<file path="config.mk">
export PLATFORM = sky130hd
export DESIGN_NAME = irq_aggregator
export DESIGN_NICKNAME = d
export VERILOG_FILES = /design/src/rtl/irq_aggregator.sv
export SDC_FILE = /design/constraint.sdc
export NUM_CORES = 1
export LEC_CHECK = 0
export ABC_AREA = 0
export BUFFER_PORTS_ARGS = -buffer_cell sky130_fd_sc_hd__buf_4
export CAP_MARGIN = 10
export CORE_MARGIN = 1.5
export CORE_UTILIZATION = 37
export DETAILED_ROUTE_END_ITERATION = 7
export HOLD_SLACK_MARGIN = 0.05
export MAX_ROUTING_LAYER = met4
export PLACE_DENSITY_LB_ADDON = 0.2
export SETUP_SLACK_MARGIN = 0.4
export SLEW_MARGIN = 25
export SYNTH_ARGS = -nofsm -noshare
export SYNTH_HDL_FRONTEND = slang
export SYNTH_SLANG_ARGS = --single-unit
</file>
<file path="constraint.sdc">
create_clock -name clk -period 1.45 [get_ports clk]
set_input_delay 0.0725 -clock clk [delete_from_list [all_inputs] [get_ports clk]]
set_output_delay 0.0725 -clock clk [all_outputs]
set_load 0.02 [all_outputs]
</file>
<file path="src/rtl/irq_aggregator.sv">
module irq_aggregator #(
  parameter int NSRC = 5
) (
  input  logic        clk,
  input  logic        rst_n,
  input  logic        reg_wr,
  input  logic [1:0]  reg_be,
  input  logic [15:0] reg_wdata,
  output logic [15:0] reg_rdata,
  input  logic        sync_ser_evt,
  input  logic        async_ser_evt,
  input  logic        tmr2_evt,
  input  logic        tmr1_evt,
  input  logic        ext_lvl,
  output logic        irq
);
  localparam int CLRB = 8;

  logic [NSRC-1:0] en_q, pend_q, evt, clr;

  assign evt = {sync_ser_evt, async_ser_evt, tmr2_evt, tmr1_evt, 1'b0};
  assign clr = (reg_wr && reg_be[1]) ? reg_wdata[CLRB +: NSRC] : '0;

  always_ff @(posedge clk or negedge rst_n) begin
    if (!rst_n) begin
      en_q   <= '0;
      pend_q <= '0;
    end else begin
      if (reg_wr && reg_be[0]) en_q <= reg_wdata[NSRC-1:0];
      pend_q[NSRC-1:1] <= (pend_q[NSRC-1:1] & ~clr[NSRC-1:1]) | evt[NSRC-1:1];
      pend_q[0]        <= ext_lvl;
    end
  end

  assign reg_rdata = {{(16-NSRC){1'b0}}, pend_q};
  assign irq       = |(pend_q & en_q);

  p_pulse_sets_r2: assert property (@(posedge clk) disable iff (!rst_n)
    (|evt) |=> ((reg_rdata[NSRC-1:1] & $past(evt[NSRC-1:1])) == $past(evt[NSRC-1:1])));

  p_ext_follows_r3: assert property (@(posedge clk) disable iff (!rst_n)
    $past(rst_n) |-> (reg_rdata[0] == $past(ext_lvl)));

  p_clear_works_r5: assert property (@(posedge clk) disable iff (!rst_n)
    (reg_wr && reg_be[1]) |=>
      ((reg_rdata[NSRC-1:1] & $past(reg_wdata[CLRB+1 +: NSRC-1] & ~evt[NSRC-1:1])) == '0));

  p_set_wins_r6: assert property (@(posedge clk) disable iff (!rst_n)
    (reg_wr && reg_be[1] && |(reg_wdata[CLRB+1 +: NSRC-1] & evt[NSRC-1:1])) |=>
      ((reg_rdata[NSRC-1:1] & $past(reg_wdata[CLRB+1 +: NSRC-1] & evt[NSRC-1:1]))
        == $past(reg_wdata[CLRB+1 +: NSRC-1] & evt[NSRC-1:1])));

  p_mask_all_r8: assert property (@(posedge clk) disable iff (!rst_n)
    (reg_wr && reg_be[0] && reg_wdata[NSRC-1:0] == '0) |=> !irq);

  p_lane_hold_r9: assert property (@(posedge clk) disable iff (!rst_n)
    !(reg_wr && reg_be[0]) |=> $stable(en_q));
endmodule

</file>
Word level (Yosys, flattened, before mapping)
Cells that the tools add are included.
{ "word_totals": {"reg_bits": 10, "inputBits": 26, "elab_cells": 10} }
{ "classes": {"n_mux": 1, "n_bitwise": 4, "n_reduce_logical": 3} }
{ "ops": {"columns": ["cell", "count"], "rows": [
  ["$and A5 B5 Y5", 1],
  ["$mux W5", 1],
  ["$reduce_or A5 Y1", 1],
  ["$and A4 B4 Y4", 1],
  ["$not A4 Y4", 1],
  ["$or A4 B4 Y4", 1],
  ["$logic_and A1 B1 Y1", 2]
]} }

Depth between registers and ports, before layout
{ "depth": {"ltp_word": 5, "depth_mapped": 2} }

Worst setup path before layout
Ideal clock, no wire load.
{ "synth_timing": {"path_kind": "reg-to-output", "startpoint": "reg pend_q[0]", "endpoint": "out irq", "arrival_ns": 0.966, "slack_ns": 0.412, "path_stages_with_launch": 3, "path_buffers": 0, "cell_sequence": "dfrtp_1 -> a222oi_1 -> nand2_1"} }
{ "synth_via": {"elab_chain_len": 2} }
{ "synth_lines": {"columns": ["element", "line", "rtl"], "rows": [
  ["start: declaration", "19", "logic [NSRC-1:0] en_q, pend_q, evt, clr;"],
  ["start signal: indexed assignment", "30", "pend_q[NSRC-1:1] <= (pend_q[NSRC-1:1] & ~clr[NSRC-1:1]) | evt[NSRC-1:1];"],
  ["start signal: assignment", "31", "pend_q[0] <= ext_lvl;"],
  ["$and A5 B5 Y5", "36", "assign irq = |(pend_q & en_q);"],
  ["$reduce_or A5 Y1", "36", null],
  ["end: declaration", "15", "output logic irq"]
]} }
Every way passes these cells.

Worst setup path after layout
{ "layout_timing": {"startpoint": "reg en_q[0]", "endpoint": "out irq"} }
{ "layout_via": {"elab_chain_len": 2} }
{ "layout_lines": {"columns": ["element", "line", "rtl"], "rows": [
  ["start: declaration", "19", null],
  ["start signal: assignment", "29", "if (reg_wr && reg_be[0]) en_q <= reg_wdata[NSRC-1:0];"],
  ["$and A5 B5 Y5", "36", null],
  ["$reduce_or A5 Y1", "36", null]
]} }
Every way passes these cells.

==> results.toml <==
[worst_setup_path]
reg2reg_from = "en_q[1]"
critPathMaxStageDelay_ps = 390
cp_max_fo = 2
cp_cell_sequence = "a222oi_1 -> nand2_1 -> buf_6"
crit_arrival_ps = 1250
crit_cells = 3
crit_path_start = "en_q[0]"
required_ps = 1380
critPathBufInv = 1
critical_path_class = "reg2out"
path_delay_family = "flip-flops"
r2r_slack_ps = 680
startpoint_type = "flop"
ff2ff_path_depth = 1
cp_slowest_cell = "dfrtp_1"
critPathCaptureType = "output pin"

[timing]
finalSetupViolCount = 0
maxSlewViolCount = 0
finClkSkew_ps = 0
fin_crit_ps = 1320
clock.fmax_mhz = 757.6
final.setup.tns_ps = 0
timing.final.hold_violations = 0
fin_crit_sh_pct = 91.03
rsz0062_at_grt = "true"

[place]
portBuffers = 24
hpwl_um = 764.2
place_congestion = 0.6786

[logic_synthesis]
yosysSeqAreaShare_pct = 50.63
synth_cells = 39
yosysWarnings = 0
syn_area_per_cell_um2 = 12.67
mappedNetlistArea_um2 = 494.2
ys_seq_elements = 10
ys_types = 10

[power_and_ir_drop]
vdd_ir_drop_max_mv = 0.4783
power_leakage_uw = 0.0004001
p_per_area_nw_per_um2 = 951.8
p_total_uw = 758.6

[clock_network]
cts_tree = "yes"
insertion_delay_ps = 260
postCtsSetupRepairBufs = 0
cts_max_level = 1
cts_buffer_depth = 2
clkSinkCount = 10
cts_root_buf = "clkbuf_4"
numCtsBuffers = 3
clkTransAtPathRegs_ps = 70

[route]
vias_per_cell = 4.440
wl_mm = 1.056
drt-initial-drc-count = 3
drt-pass1-iter-count = 4
ant_nets = 0
wl_per_cell_um = 11.60
vias = 404
drc_errors = 0

[outcome]
status = "finished clean"

[final_layout]
layout_common_cells = "23 x buf_4, 11 x conb_1, 11 x dlygate4sd3_1"
insertedDiodeCount = 0
layout_commonest_cell = "buf_4"
layout-drive-gt1-share_pct = 44.16
area_growth_pct = 61.27
final_nets = 104

[floorplan]
rows = 12
die_w_um = 39.55
dieHeight_um = 39.55
core_area_um2 = 1171
die-area_um2 = 1564
io_pins = 43
start_util_pct = 42.20

[global_route]
grt_usage_pct = 18.58
grt_pass1_wl_mm = 1.731
busiest_layer = "met2"
gr-usage-met3_pct = 8.523
grt_pass1_vias = 373
antenna_found_initial = 0
grt_max_degree = 11
grt-ovfl-total = 0
met2_usage_pct = 28.69
grt_use_met1_pct = 21.63

[min_path]
hold_depth = 3
hold_path.class = "in2reg"
hold_path_startpoint = "reg_wdata[9]"

[job]
max_cap_viol_count = 0
-- power by group --
group          switching (uW)  internal (uW)
clock                    98.0            152
sequential               18.8            307
combinational            78.3            104
total                     195            564
-- repair_timing --
item | 4_1_cts | 5_1_grt
gates resized for setup | 1 | 0
endpoints found under the hold margin | 20 | 0
hold buffers | 11 | 0
setup endpoints to repair | 1 | 1
pin swaps | 2 | 1
-- routing by layer --
metal	share of wire [%]	routed length (um)	vias up
met4	0.57	6	0
met1	39	412	182
met3	7.6	80	2
li1	-	-	190
met2	53	556	30
met5	0	0	-
-- final timing paths --
| kind | end |
|---|---|
| max | irq |
| min | pend_q[1] |
| max reg2reg | en_q[1] |
| min reg2reg | pend_q[1] |
| max in group asynchronous | pend_q[0] |
| min in group asynchronous | pend_q[2] |
-- logic make-up (layout without fill, tap and decap cells) --
group / after synthesis / in the layout / share of synthesized area, %
muxes: 5 / 5 / 15.19
other: 1 / 11 / 0.7588
AOI/OAI and AO/OA: 6 / 6 / 9.621
buffers and inverters: 11 / 39 / 16.71
DFF: 10 / 10 / 50.63
and+or+nand+nor: 6 / 6 / 7.088
-- stage by stage --
| stage | worst slack (ps) | cell area, um2 | util [%] | std cells | hold slack [ps] |
|---|---|---|---|---|---|
| global placement | 378.2 | 646.9 | 55.24 | 76 | -93.50 |
| global route | 72.21 | 797.0 | 68.06 | 91 | 121.6 |
| floorplan | 411.8 | 531.8 | - | 49 | -223.1 |
| detailed placement | 403.6 | 646.9 | 55.24 | 76 | -93.33 |
| CTS | 109.4 | 797.0 | 68.06 | 91 | 103.4 |
| finish | 130.1 | 797.0 | 68.06 | 91 | 113.2 |
-- registers in the layout (all words and copies together), names as in the netlist --
name / cells
en_q: 5
pend_q: 5
-- synth_stat cells --
master	n	area, um2
conb_1	1	3.750
mux2_4	5	75.07
nand3_1	4	20.02
a21o_1	4	30.03
dfrtp_1	10	250.2
a22oi_1	1	7.510
nand2_4	1	11.26
nand2_1	1	3.750
a222oi_1	1	10.01
buf_4	11	82.58
-- final cells by class --
cell class | count | area [um2]
Clock buffer | 4 | 36.28
Fill cell | 93 | 374.1
Multi-Input combinational cell | 28 | 198.9
Sequential cell | 10 | 250.2
Tap cell | 14 | 17.52
Timing Repair Buffer | 35 | 294.0
No activity file was read; power rests on OpenSTA's default activity.
